**src/rtl/hccap_pkg.sv**
```systemverilog
package hccap_pkg;

   // qualified request, one cycle wide
   typedef struct packed {
      logic hit;    // claimed: enabled and inside the window
      logic abort;  // claimed but rejected (lock or D3)
      logic rd;     // accepted read
      logic wr;     // accepted write
   } hccap_qual_t;

   localparam int unsigned WORD_BYTES = 4;
   localparam int unsigned WORD_BITS  = 8 * WORD_BYTES;

   // word indices inside the window; the software view depends on them
   localparam int unsigned IDX_CAPVER  = 0;
   localparam int unsigned IDX_SPARAMS = 1;
   localparam int unsigned IDX_CPARAMS = 2;

endpackage

```
**src/rtl/hccap_gate.sv**
```systemverilog
module hccap_gate
   import hccap_pkg::*;
#(
   parameter int unsigned       ADDR_W   = 32,
   parameter int unsigned       WIN_BITS = 5,
   parameter logic [ADDR_W-1:0] BASE     = '0,
   localparam int unsigned      IW       = WIN_BITS - 2
)(
   input  logic                req,
   input  logic                we,
   input  logic                lock,
   input  logic [ADDR_W-1:2]   addr,
   input  logic                mem_en,
   input  logic                pwr_d3,
   output hccap_qual_t         qual,
   output logic [IW-1:0]       widx
);

   logic in_win;

   // window match on the bits above the window size
   assign in_win = (addr[ADDR_W-1:WIN_BITS] == BASE[ADDR_W-1:WIN_BITS]);

   // decode enable gates everything; lock and D3 override a normal access
   always_comb begin
      qual.hit   = req & mem_en & in_win;
      qual.abort = qual.hit & (lock | pwr_d3);
      qual.rd    = qual.hit & ~qual.abort & ~we;
      qual.wr    = qual.hit & ~qual.abort &  we;
   end

   assign widx = addr[WIN_BITS-1:2];

endmodule

```
**src/rtl/hccap_sparams.sv**
```systemverilog
module hccap_sparams
   import hccap_pkg::*;
#(
   parameter logic [WORD_BITS-1:0] RST_VAL = 32'h0010_4208
)(
   input  logic                  clk,
   input  logic                  rst_n,     // suspend-well reset only
   input  logic                  wr_sel,
   input  logic                  unlock,
   input  logic [WORD_BYTES-1:0] be,
   input  logic [WORD_BITS-1:0]  wdata,
   output logic [WORD_BITS-1:0]  q
);

   logic wr_ok;
   assign wr_ok = wr_sel & unlock;

   for (genvar b = 0; b < WORD_BYTES; b++) begin : g_lane
      always_ff @(posedge clk or negedge rst_n) begin
         if (!rst_n)
            q[8*b +: 8] <= RST_VAL[8*b +: 8];
         else if (wr_ok && be[b])
            q[8*b +: 8] <= wdata[8*b +: 8];
      end
   end

   AST_SP_LOCKED_HOLDS: assert property (@(posedge clk) disable iff (!rst_n)
      !unlock |=> $stable(q));

   AST_SP_ONLY_ON_SELECT: assert property (@(posedge clk) disable iff (!rst_n)
      !wr_sel |=> $stable(q));

   AST_SP_MASKED_LANES: assert property (@(posedge clk) disable iff (!rst_n)
      (wr_sel && unlock && be == '0) |=> $stable(q));

endmodule

```
**src/rtl/hccap_rdmux.sv**
```systemverilog
module hccap_rdmux
   import hccap_pkg::*;
#(
   parameter int unsigned          WIN_BITS = 5,
   parameter logic [7:0]           CAPLEN   = 8'h20,
   parameter logic [15:0]          VERSION  = 16'h0100,
   parameter logic [WORD_BITS-1:0] CPARAMS  = 32'h0000_6871,
   localparam int unsigned         IW       = WIN_BITS - 2,
   localparam int unsigned         NWORDS   = 1 << IW
)(
   input  logic [IW-1:0]          widx,
   input  logic [WORD_BITS-1:0]   sparams,
   output logic [WORD_BITS-1:0]   rdata
);

   logic [WORD_BITS-1:0] words [NWORDS];

   for (genvar w = 0; w < NWORDS; w++) begin : g_word
      if (w == IDX_CAPVER) begin : g_capver
         assign words[w] = {VERSION, 8'h00, CAPLEN};
      end else if (w == IDX_SPARAMS) begin : g_sp
         assign words[w] = sparams;
      end else if (w == IDX_CPARAMS) begin : g_cp
         assign words[w] = CPARAMS;
      end else begin : g_zero
         assign words[w] = '0;
      end
   end

   assign rdata = words[widx];

endmodule

```
**src/rtl/hccap_decoder.sv**
```systemverilog
module hccap_decoder
   import hccap_pkg::*;
#(
   parameter int unsigned          ADDR_W      = 32,
   parameter int unsigned          WIN_BITS    = 5,
   parameter logic [ADDR_W-1:0]    BASE        = 32'hFEB0_0000,
   parameter logic [7:0]           CAPLEN      = 8'h20,
   parameter logic [15:0]          VERSION     = 16'h0100,
   parameter logic [WORD_BITS-1:0] SPARAMS_RST = 32'h0010_4208,
   parameter logic [WORD_BITS-1:0] CPARAMS     = 32'h0000_6871
)(
   input  logic                  clk,
   input  logic                  rst_sw_n,
   input  logic                  rst_core_n,
   input  logic                  bus_req,
   input  logic                  bus_we,
   input  logic                  bus_lock,
   input  logic [ADDR_W-1:2]     bus_addr,
   input  logic [WORD_BITS-1:0]  bus_wdata,
   input  logic [WORD_BYTES-1:0] bus_be,
   input  logic                  cfg_mem_en,
   input  logic                  cfg_pwr_d3,
   input  logic                  cfg_wr_unlock,
   output logic                  bus_claim,
   output logic                  bus_abort,
   output logic [WORD_BITS-1:0]  bus_rdata
);

   localparam int unsigned   IW     = WIN_BITS - 2;
   localparam logic [IW-1:0] SP_IDX = IW'(IDX_SPARAMS);

   // elaboration-time parameter checks
   if (WIN_BITS < 4 || WIN_BITS >= ADDR_W) begin : g_bad_win
      $error("hccap_decoder: WIN_BITS must hold three words and fit ADDR_W");
   end
   if (BASE[WIN_BITS-1:0] != '0) begin : g_bad_base
      $error("hccap_decoder: BASE must be aligned to the window size");
   end
   if (32'(CAPLEN) != (32'd1 << WIN_BITS)) begin : g_bad_len
      $error("hccap_decoder: CAPLEN must equal the window size");
   end

   hccap_qual_t          qual;
   logic [IW-1:0]        widx;
   logic [WORD_BITS-1:0] sp_q;
   logic [WORD_BITS-1:0] mux_data;

   hccap_gate #(
      .ADDR_W   (ADDR_W),
      .WIN_BITS (WIN_BITS),
      .BASE     (BASE)
   ) u_gate (
      .req    (bus_req),
      .we     (bus_we),
      .lock   (bus_lock),
      .addr   (bus_addr),
      .mem_en (cfg_mem_en),
      .pwr_d3 (cfg_pwr_d3),
      .qual   (qual),
      .widx   (widx)
   );

   hccap_sparams #(
      .RST_VAL (SPARAMS_RST)
   ) u_sparams (
      .clk    (clk),
      .rst_n  (rst_sw_n),
      .wr_sel (qual.wr && (widx == SP_IDX)),
      .unlock (cfg_wr_unlock),
      .be     (bus_be),
      .wdata  (bus_wdata),
      .q      (sp_q)
   );

   hccap_rdmux #(
      .WIN_BITS (WIN_BITS),
      .CAPLEN   (CAPLEN),
      .VERSION  (VERSION),
      .CPARAMS  (CPARAMS)
   ) u_rdmux (
      .widx    (widx),
      .sparams (sp_q),
      .rdata   (mux_data)
   );

   // response stage in the core reset domain
   always_ff @(posedge clk or negedge rst_core_n) begin
      if (!rst_core_n) begin
         bus_claim <= 1'b0;
         bus_abort <= 1'b0;
         bus_rdata <= '0;
      end else begin
         bus_claim <= qual.hit;
         bus_abort <= qual.abort;
         bus_rdata <= qual.rd ? mux_data : '0;
      end
   end

   AST_NO_CLAIM_WHEN_OFF: assert property (@(posedge clk) disable iff (!rst_core_n)
      (bus_req && !cfg_mem_en) |=> (!bus_claim && !bus_abort));

   AST_ABORT_IMPLIES_CLAIM: assert property (@(posedge clk) disable iff (!rst_core_n)
      bus_abort |-> bus_claim);

   AST_LOCK_ABORTS: assert property (@(posedge clk) disable iff (!rst_core_n)
      (qual.hit && bus_lock) |=> (bus_abort && bus_rdata == '0));

   AST_D3_ABORTS: assert property (@(posedge clk) disable iff (!rst_core_n)
      (qual.hit && cfg_pwr_d3) |=> (bus_abort && bus_rdata == '0));

   AST_IDLE_QUIET: assert property (@(posedge clk) disable iff (!rst_core_n)
      !bus_req |=> (!bus_claim && !bus_abort && bus_rdata == '0));

   AST_ABORT_NO_WRITE: assert property (@(posedge clk) disable iff (!rst_core_n || !rst_sw_n)
      qual.abort |=> $stable(sp_q));

endmodule

```
**config.mk**
```make
export PLATFORM = sky130hd
export DESIGN_NAME = hccap_decoder
export DESIGN_NICKNAME = d
export VERILOG_FILES = /design/src/rtl/hccap_pkg.sv /design/src/rtl/hccap_gate.sv /design/src/rtl/hccap_sparams.sv /design/src/rtl/hccap_rdmux.sv /design/src/rtl/hccap_decoder.sv
export SDC_FILE = /design/constraint.sdc
export NUM_CORES = 1
export LEC_CHECK = 0
export BUFFER_PORTS_ARGS = -buffer_cell sky130_fd_sc_hd__buf_4
export CAP_MARGIN = 40
export CORE_MARGIN = 2
export CORE_UTILIZATION = 35
export DETAILED_ROUTE_END_ITERATION = 12
export PLACE_DENSITY_LB_ADDON = 0.1
export SYNTH_ARGS = -nofsm -noshare
export SYNTH_HDL_FRONTEND = slang
export SYNTH_SLANG_ARGS = --single-unit
```
**constraint.sdc**
```tcl
create_clock -name clk -period 0.9 [get_ports clk]
set_clock_uncertainty 0.1 [all_clocks]
set_input_delay 0.225 -clock clk [delete_from_list [all_inputs] [get_ports clk]]
set_output_delay 0.225 -clock clk [all_outputs]
set_load 0.02 [all_outputs]
```
-- After elaboration in Yosys (flattened, before gate mapping)
Index checks and enable logic that the tools add are counted.
- register bits: 66
- latch bits: 0
- bits in writable memories: 0
- ROM bits: 0
- input port bits: 75
- output and inout bits: 34
- logic and storage cells: 30
- memories kept: 0
- $add $sub $neg: 0
- $mul: 0
- divide/modulo/power cells: 0
- $lt $le $gt $ge: 1
- equality and inequality tests: 2
- shift-type cells: 0
- multiplexer cells: 4
- bitwise logic cells: 11
- reductions and logical operators: 5
- operators with widths (cell ; count):
    $bmux 32 s3 ; 1
    $mux 32 ; 3
    $eq 27x27->1 const B ; 1
    $and 1x1->1 ; 7
    $logic_and 1x1->1 ; 5
    $ge 4x4->1 const B ; 1
    $not 3->4 ; 1
    $eq 3x1->1 const B ; 1
    $not 1->1 ; 2
    $or 1x1->1 ; 1

-- Depth between registers and ports, before layout
Gate-level depths: netlist of the first run.
- depth in word-level cells: 9
- mapped depth: 6
- gate-level depth less buffers: 4

-- Cells and area by module
A second synthesis of the first run with hierarchy kept.
- cells, all modules: 203
- area, all modules: 2785.2 µm²
- modules (own cells, without submodules) (module ; times used ; cells an instance ; area each (µm²) ; seq. area each (µm²)):
    hccap_sparams ; 1 ; 68 ; 1206.2 ; 805.8
    hccap_decoder ; 1 ; 70 ; 1116.1 ; 850.8
    hccap_rdmux ; 1 ; 46 ; 310.3 ; 0.0
    hccap_gate ; 1 ; 19 ; 152.6 ; 0.0

-- Worst setup path before layout of the first run
No wires, ideal clock.
- kind: input to register
- start point: in bus_addr[22] (netlist bit)
- end point: reg bus_rdata[11]
- library setup time: 0.070 ns
- arrival time: 1.815 ns
- data required time: 0.730 ns
- path slack: -1.085 ns
- stages on the path: 6
- path buffers: 2
- path through: nand4bb_1 or4_1 buf_6 or4_4 buf_6 nor2_2
- cells in the longest elaborated chain, start to end: 7
- RTL lines (element ; line ; RTL):
    start: declaration ; hccap_decoder.sv:18 ; input logic [ADDR_W-1:2] bus_addr,
    $eq 27x27->1 (*) ; hccap_gate.sv:22 ; assign in_win = (addr[ADDR_W-1:WIN_BITS] == BASE[ADDR_W-1:WIN_BITS]);
    $and 1x1->1 (*) ; hccap_gate.sv:26 ; qual.hit = req & mem_en & in_win;
    $and 1x1->1 ; hccap_gate.sv:27 ; qual.abort = qual.hit & (lock | pwr_d3);
    $not 1->1 ; hccap_gate.sv:28 ; qual.rd = qual.hit & ~qual.abort & ~we;
    $and 1x1->1 (*) (2 in series) ; hccap_gate.sv:28 ;
    $mux 32 (*) ; hccap_decoder.sv:95 ; bus_rdata <= qual.rd ? mux_data : '0;
    end signal: assignment ; hccap_decoder.sv:95 ;
    end: declaration ; hccap_decoder.sv:26 ; output logic [WORD_BITS-1:0] bus_rdata
Every way passes the cells marked *; elsewhere a longest branch is shown, timed or not.
A chain may end at the register's enable or synchronous reset.

-- Worst setup path in the final report of the first run
- start point: in bus_addr[24] (netlist bit)
- end point: reg u_sparams.q[0]
- cells in the longest elaborated chain, start to end: 9
- RTL lines (element ; line ; RTL):
    $eq 27x27->1 (*) ; hccap_gate.sv:22 ;
    $and 1x1->1 (*) ; hccap_gate.sv:26 ;
    $and 1x1->1 ; hccap_gate.sv:27 ;
    $not 1->1 ; hccap_gate.sv:29 ; qual.wr = qual.hit & ~qual.abort & we;
    $and 1x1->1 (*) (2 in series) ; hccap_gate.sv:29 ;
    $logic_and 1x1->1 (*) ; hccap_decoder.sv:68 ; .wr_sel (qual.wr && (widx == SP_IDX)),
    $and 1x1->1 (*) ; hccap_sparams.sv:16 ; assign wr_ok = wr_sel & unlock;
    $logic_and 1x1->1 (*) ; hccap_sparams.sv:22 ; else if (wr_ok && be[b])
    end signal: indexed assignment ; hccap_sparams.sv:21 ; q[8*b +: 8] <= RST_VAL[8*b +: 8];
    end signal: indexed assignment ; hccap_sparams.sv:23 ; q[8*b +: 8] <= wdata[8*b +: 8];
    end: declaration ; hccap_sparams.sv:12 ; output logic [WORD_BITS-1:0] q
Marks and branches as above.

==> results of run 1 <==
## area by class of cell
cell class,instances,area share [%]
clock buffers,15,4.35
inverters,1,0.0877
multi-input cells,102,25.0
flip-flops and latches,66,38.7
well taps,99,2.89
clock inverters,1,0.701
repair buffers,132,28.3
## kinds of logic (layout without fill, tap and decap cells)
| logic type | Yosys count | after routing | share of synthesized area, % |
|---|---|---|---|
| compound gates | 7 | 7 | 1.52 |
| buf+inv | 7 | 149 | 1.62 |
| flops | 66 | 66 | 64.9 |
| mux | 32 | 32 | 14.1 |
| simple gates | 63 | 63 | 17.9 |
## per-stage QoR
step	setup WS (ps)	cells	hold slack, ps	instance area (um2)	TNS [ps]
after floorplan	-991	175	-171	2590	-59050
after global routing	-727	416	1.05	4280	-54540
after CTS	-756	416	4.00	4240	-54440
after detailed placement	-1150	395	81.9	3690	-70060
after global placement	-1150	395	79.0	3690	-70470
final	-698	416	18.2	4280	-50500
## layout by cell type (no fill, tap or decap), types with 2 or more instances in the layout
master / Yosys / final
nor2_4: 1 / 2
nand3_1: 2 / 2
dfrtp_1: 62 / 62
nand4_1: 5 / 5
clkbuf_1: 4 / 2
a21oi_1: 6 / 6
dfstp_2: 4 / 4
clkbuf_8: 0 / 13
and2_1: 24 / 13
buf_4: 0 / 84
nor2_1: 6 / 4
mux2_2: 32 / 2
nor2_2: 6 / 7
and2_4: 0 / 11
buf_12: 0 / 5
nor3_4: 4 / 4
dlygate4sd3_1: 0 / 2
buf_6: 2 / 41
nor4_4: 1 / 4
mux2_4: 0 / 30
## worst paths after layout
check                                startpoint         endpoint  slack (ps)  cells after the start
min in group asynchronous              rst_sw_n  u_sparams.q[29]         260                      3
worst min register to register  u_sparams.q[10]    bus_rdata[10]         390                      1
worst max register to register   u_sparams.q[6]     bus_rdata[6]         -20                      2
worst max-delay path               bus_addr[24]   u_sparams.q[0]        -700                      7
max in group asynchronous            rst_core_n    bus_rdata[14]         140                      2
worst min-delay path               bus_wdata[2]   u_sparams.q[2]          20                      2
## state kept, by name, summed over array words and instances, names as in the netlist
register / flops
bus_abort: 1
bus_claim: 1
bus_rdata: 32
u_sparams.q: 32
## worst max-delay path: cells and delay by family
kind	cells	cell delay (ps)
and+or+nand+nor	3	770
buffers and inverters	3	410
muxes	1	300
## power by group through the flow
stage / Clock [uW] / Combinational, uW / Sequential, uW
global placement: 0 / 419 / 3020
global route: 2840 / 483 / 2960
floorplan: 0 / 55.3 / 3020
CTS: 2700 / 450 / 2970
finish: 2660 / 441 / 2970
detailed placement: 0 / 421 / 3020
## cells in the mapped netlist, types with 3 or more instances
master / number
a21oi_1: 6
dfstp_2: 4
nor3_4: 4
nor4_1: 3
and2_1: 24
dfrtp_1: 62
nor2_2: 6
nor2_1: 6
clkbuf_1: 4
mux2_2: 32
nand4_1: 5
## timing repair
item,4_1_cts,5_1_grt
hold endpoints to repair,66,0
pin swaps,5,7
hold buffers,2,0
gates resized for setup,76,16
buffers inserted,1,1
cloned,2,0
setup endpoints to repair,100,100
## routing by layer
layer,wire (um),share of wire (%),vias to the layer above
met2,2780,48,94
met1,2400,42,888
met3,499,8.7,11
met5,0,0,-
met4,83,1.4,0
li1,-,-,874
==> impl_metrics.toml, run 1 <==
[outcome]
status = "finished with violations"
violations = "setup timing"

[power_and_ir_drop]
p_per_area_nw_per_um2 = 1420
swShare_pct = 20.6
finalPower_uw = 6070
seqPwrFrac_pct = 48.9
p_sw_uw = 1250
clkPwrFrac_pct = 43.9
peakVddDrop_mv = 0.602
p_comb_share_pct = 7.3
power.internal_uw = 4820
leakagePower_uw = 0.00217

[drt]
first_pass_iters = 4
num_vias = 1867
drt_iter0_drc = 34
ant_nets = 0
viasPerCell = 4.49
wl_per_cell_um = 13.8
drc = 0
totalWireLength_mm = 5.76

[timing]
slew_violations = 0
timing.fmax_ghz = 0.626
setup_violations = 100
slew_headroom_pct = 72.4
period_needed_ps = 1600
tightest_slew_ps = 414
final-hold-violation-count = 0
setup_ws_ps = -698
fin_crit_sh_pct = 178
rsz0062_at_grt = "yes"

[yosys]
ys_seq_area_share_pct = 64.9
netlist_area_um2 = 2550
async_flop_share_pct = 100
syn-num-nets = 250
synth_top_area_cell = "dfrtp_1"
syn_area_per_cell_um2 = 14.6
ys_seq_elements = 66
ys_warn_count = 0
yosys-top-cells-area = "dfrtp_1 61%, mux2_2 14%, and2_1 5.9%"
syn_inst = 175
synth_cell_types = 27
synth-edff-count = 0
synth_ff_type = "dfrtp_1"
synth_top_area_share_pct = 60.8

[finish]
nets = 387
antenna_cells = 0
utilization_pct = 59.7
drive_gt1_share_pct = 67.5
nFillCells = 606
multi_input_area_um2 = 1070
seq_area_um2 = 1660
area_growth_syn_to_layout_pct = 67.7

[global_routing]
grt_max_degree = 35
overflow = 0
antenna_found_initial = 0
grtUsageMet1_pct = 20.2
grtUsageTotal_pct = 15.9
grt_pass1_wl_mm = 9.36
met2_usage_pct = 24.3
busiest_layer = "met2"
use_met3_pct = 6.28
grt_pass1_vias = 1963

[die]
start_util_pct = 35.6
row_count = 31
die_y_um = 89.4
core_area_um2 = 7180
die_w_um = 89.4
die-area_um2 = 8000
io-pin-count = 109

[clock_tree]
clk_pin_slew_ps = 70
numCtsBuffers = 9
insertion_delay_ps = 340
htreeDepth = 3
clockBufferDepth = 2
cts_tree = "built"
cts_root_buf = "clkbuf_8"
clock_sinks = 66

[worst_setup_path]
cpMaxStageDelayCell = "or4_1"
cpPeakStageDelay_ps = 480
cp_common_cell = "buf_6"
arrival_ps = 1720
worstSetupStartpointType = "input port"
required_ps = 1020
crit_path_end_kind = "register"
cp_max_fo = 7
critical_path_class = "in -> reg"
path_cells = "buf_6 -> nand4b_1 -> or4_1 -> buf_6 -> nor3_4 -> buf_6 -> mux2_4"

[placed_design]
hpwl_mm = 4.13
place_congestion = 0.675
portBuffers = 108

[worst_hold_path]
hold_path_class = "in -> reg"

[run]
drv_cap = 0
Note: power is estimated with default switching activity, not from simulation.
==> run 2, diff against run 1 <==
--- a/config.mk
+++ b/config.mk
@@ -7,8 +7,10 @@
 export LEC_CHECK = 0
 export BUFFER_PORTS_ARGS = -buffer_cell sky130_fd_sc_hd__buf_4
 export CAP_MARGIN = 40
+export CELL_PAD_IN_SITES_DETAIL_PLACEMENT = 1
+export CELL_PAD_IN_SITES_GLOBAL_PLACEMENT = 1
 export CORE_MARGIN = 2
-export CORE_UTILIZATION = 35
+export CORE_UTILIZATION = 33
 export DETAILED_ROUTE_END_ITERATION = 12
 export PLACE_DENSITY_LB_ADDON = 0.1
 export SYNTH_ARGS = -nofsm -noshare
==> impl_metrics.toml, run 2 (same netlist as run 1, synthesis figures left out) <==
[finish]
nets = 386
antenna_cells = 0
area_growth_syn_to_layout_pct = 69.3
seq_area_um2 = 1660
nFillCells = 756
layout_commonest_cell = "buf_4"
final_area_um2 = 4320
multi_input_area_um2 = 1080
drive_gt1_share_pct = 69.0
utilization_pct = 56.8
final_cell_mix = "82 x buf_4, 62 x dfrtp_1, 40 x buf_6"
fin_cells = 418
reg_top3 = "bus_rdata (32), u_sparams.q (32)"

[placed_design]
hpwl_mm = 4.46
place_area_um2 = 3700
pre_cts_slack_ps = -1160
portBuffers = 108
place_congestion = 0.718
dp_cells = 397

[worst_setup_path]
critical_path_class = "in -> reg"
required_ps = 1020
cpPeakStageDelay_ps = 600
cpMaxStageDelayCell = "or4_4"
arrival_ps = 1780
cp_max_fo = 8
path_cells = "buf_6 -> nand4b_1 -> or4_4 -> nor3_4 -> buf_12 -> mux2_4"
crit_path_end_kind = "register"
worstSetupStartpointType = "input port"

[die]
die-area_um2 = 8460
io-pin-count = 109
die_w_um = 92.0
core_area_um2 = 7610
start_util_pct = 33.6
die_y_um = 92.0
row_count = 32

[clock_tree]
numCtsBuffers = 9
clk_pin_slew_ps = 70
hold_buffers = 2
cts_tree = "built"
htreeDepth = 3
clockBufferDepth = 2
cts_root_buf = "clkbuf_8"
insertion_delay_ps = 330
clock_sinks = 66

[drt]
wl_per_cell_um = 15.6
totalWireLength_mm = 6.50
num_vias = 1889
first_pass_iters = 3
drt_iter0_drc = 16
viasPerCell = 4.52
ant_nets = 0
drc = 0

[timing]
timing.fmax_ghz = 0.603
period_needed_ps = 1660
setup_violations = 100
slew_violations = 0
fin_crit_sh_pct = 184
setup_ws_ps = -760
tightest_slew_ps = 416
slew_headroom_pct = 72.3
final-hold-violation-count = 0
rsz0062_at_grt = "yes"

[power_and_ir_drop]
finalPower_uw = 6160
p_per_area_nw_per_um2 = 1420
leakagePower_uw = 0.00218
peakVddDrop_mv = 0.705

[run]
drv_cap = 0

[global_routing]
overflow = 0
grt_max_degree = 35
grtUsageTotal_pct = 16.6
grt_pass1_wl_mm = 10.5
antenna_found_initial = 0
grt_pass1_vias = 2150

[worst_hold_path]
hold_path_class = "in -> reg"

[outcome]
violations = "setup timing"
status = "finished with violations"
==> run 2: stage by stage <==
step / hold slack, ps / setup TNS, ps
global placement: 80.6 / -70160
global route: -2.15 / -54510
CTS: -7.56 / -55700
finish: 16.1 / -52190
detailed placement: 81.1 / -70890
floorplan: -171 / -59050
==> run 2: layer usage <==
layer  up-vias  track usage (%)  wire (um)
met3         6             5.92        487
met2        80             26.8       3190
met5         -                0          0
met4         0             5.97         80
met1       926             20.5       2740
li1        877                -          -
==> run 2: critical path, delay by kind of cell <==
| kind | cells | cell delay, ps |
|---|---|---|
| multiplexers | 1 | 300 |
| buffers and inverters | 2 | 250 |
| AND/OR/NAND/NOR | 3 | 1000 |
==> run 2: cell type report <==
| type | instances | share of cell area [%] |
|---|---|---|
| clock buffer | 12 | 3.36 |
| sequential | 66 | 38.3 |
| inverter | 1 | 0.0868 |
| multi-input combinational | 102 | 25.0 |
| tap | 102 | 2.95 |
| timing repair buffer | 131 | 28.5 |
| clock inverter | 4 | 1.74 |
==> run 2: where the power goes <==
group | total, uW | switching [uW] | internal [uW]
clock network | 2740 | 1100 | 1640
logic | 450 | 181 | 269
registers | 2970 | 0.000000729 | 2970
==> run 2: path summary, 6_finish.rpt <==
path                                 start         endpoint  slack (ps)  cells past startpoint
setup / recovery              bus_addr[24]  u_sparams.q[23]        -760                      6
hold / removal                bus_wdata[6]   u_sparams.q[6]          20                      2
setup reg to reg            u_sparams.q[0]     bus_rdata[0]          10                      2
hold reg to reg            u_sparams.q[26]    bus_rdata[26]         390                      1
max in group asynchronous       rst_core_n    bus_rdata[24]         120                      2
min in group asynchronous         rst_sw_n  u_sparams.q[25]         260                      3
==> run 2: repair_timing <==
action                     CTS  global route
pin swaps                    2            10
buffers inserted             3             1
setup endpoints to repair  100           100
hold endpoints to repair    75             1
gates cloned                 3             0
gates resized for setup     69            30
==> run 3, diff against run 2 <==
--- a/config.mk
+++ b/config.mk
@@ -13,6 +13,7 @@
 export CORE_UTILIZATION = 33
 export DETAILED_ROUTE_END_ITERATION = 12
 export PLACE_DENSITY_LB_ADDON = 0.1
+export SETUP_SLACK_MARGIN = 0.1
 export SYNTH_ARGS = -nofsm -noshare
 export SYNTH_HDL_FRONTEND = slang
 export SYNTH_SLANG_ARGS = --single-unit
==> impl_metrics.toml, run 3 (same netlist as run 1, synthesis figures left out) <==
[outcome]
status = "finished with violations"
violations = "hold timing, setup timing"

[clock_tree]
clk_pin_slew_ps = 70
insertion_delay_ps = 340
numCtsBuffers = 9
htreeDepth = 3
clockBufferDepth = 2
cts_root_buf = "clkbuf_8"
cts_tree = "built"
clock_sinks = 66
hold_buffers = 1

[placed_design]
portBuffers = 108
hpwl_mm = 4.46
pre_cts_slack_ps = -1160
dp_cells = 397
place_congestion = 0.718

[global_routing]
antenna_found_initial = 0
grtUsageTotal_pct = 16.5
overflow = 0
grt_pass1_wl_mm = 10.5
grt_pass1_vias = 2136
grt_max_degree = 35

[die]
row_count = 32
die_y_um = 92.0
start_util_pct = 33.6
die-area_um2 = 8460
die_w_um = 92.0
core_area_um2 = 7610
io-pin-count = 109

[worst_setup_path]
critical_path_class = "in -> reg"
crit_path_end_kind = "register"
crit_start = "bus_addr[24]"
worstSetupStartpointType = "input port"
path_cells = "buf_6 -> nand4b_1 -> or4_4 -> buf_12 -> nor3_4 -> buf_4 -> mux2_2"
endpoint = "u_sparams.q[7]"
regToRegSetupSlack_ps = 10
cpPeakStageDelay_ps = 530
r2r-end = "u_sparams.q[25]"
reg2reg_from = "u_sparams.q[25]"
required_ps = 1020
arrival_ps = 1770
r2r_cells = 1
cp_max_fo = 7
cpMaxStageDelayCell = "or4_4"

[timing]
setup_violations = 100
hold_ws_ps = -282
setup_ws_ps = -751
rsz0062_at_grt = "yes"
period_needed_ps = 1650
final-hold-violation-count = 34
slew_headroom_pct = 72.1
timing.fmax_ghz = 0.606
tightest_slew_ps = 418
fin_crit_sh_pct = 183
slew_violations = 0

[run]
drv_cap = 0

[finish]
reg_top3 = "bus_rdata (32), u_sparams.q (32)"
layout_commonest_cell = "buf_4"
nets = 388
utilization_pct = 57.1
fin_cells = 420
final_cell_mix = "84 x buf_4, 62 x dfrtp_1, 38 x buf_6"
antenna_cells = 0
nFillCells = 754
area_growth_syn_to_layout_pct = 70.2
drive_gt1_share_pct = 69.5

[drt]
viasPerCell = 4.48
num_vias = 1880
totalWireLength_mm = 6.47
wl_per_cell_um = 15.4
drc = 0
ant_nets = 0
drt_iter0_drc = 14
first_pass_iters = 3

[worst_hold_path]
hold_path_class = "in -> async"

[power_and_ir_drop]
peakVddDrop_mv = 0.700
leakagePower_uw = 0.00220
p_per_area_nw_per_um2 = 1420
## run 3: changes by cell type in the layout (fill, tap and decap cells not counted)
cell           before  now
mux2_4             31   24
buf_12              6    8
buf_16              1    2
buf_4              82   84
mux2_2              1    8
dlygate4sd3_1       2    1
buf_6              40   38
## run 3: final cells by class
type,instances,area (um2),area share (%)
well taps,102,128,2.94
clock inverters,4,75.1,1.73
inverters,1,3.75,0.0864
flip-flops and latches,66,1660,38.1
repair buffers,133,1280,29.5
clock buffers,12,145,3.34
multi-input cells,102,1050,24.3
## run 3: critical path, delay by kind of cell
family        cells  cell delay, ps
mux               1             330
buf+inv           3             410
simple gates      3             800
## run 3: power by group
part | switching (uW) | leakage (uW) | internal, uW
Clock | 1110 | 0.000103 | 1640
Combinational | 178 | 0.00119 | 265
Sequential | 0.000000730 | 0.000908 | 2970
## run 3: per-layer routing
metal | vias up | GRT usage [%] | part of all wire, %
met2 | 80 | 26.6 | 49
met5 | - | 0 | 0
met4 | 0 | 5.97 | 1.4
li1 | 883 | - | -
met1 | 910 | 20.5 | 42
met3 | 7 | 6.00 | 7.7
## run 3: repair_timing
action,4_1_cts,5_1_grt
resized for setup,69,21
gates cloned,3,0
pin swaps,2,3
setup buffers,3,1
setup endpoints to repair,100,100
hold endpoints to repair,75,34
## run 3: metrics by stage
step | TNS, ps | power [uW] | area, um2
final | -55390 | 6160 | 4350
after CTS | -55700 | 6240 | 4290
after global placement | -70160 | 3440 | 3700
after floorplan | -59050 | 3080 | 2590
after detailed placement | -70890 | 3450 | 3700
after global routing | -58150 | 6390 | 4350
## run 3: worst min path at each step
stage                     startpoint         endpoint  slack [ps]  depth (start not counted)
after floorplan           rst_core_n        bus_abort        -170                          0
after global placement      rst_sw_n  u_sparams.q[28]          80                          2
after detailed placement    rst_sw_n  u_sparams.q[25]          80                          2
after CTS                 rst_core_n    bus_rdata[20]        -290                          1
after global routing      rst_core_n    bus_rdata[20]        -260                          1
final                     rst_core_n    bus_rdata[16]        -280                          1
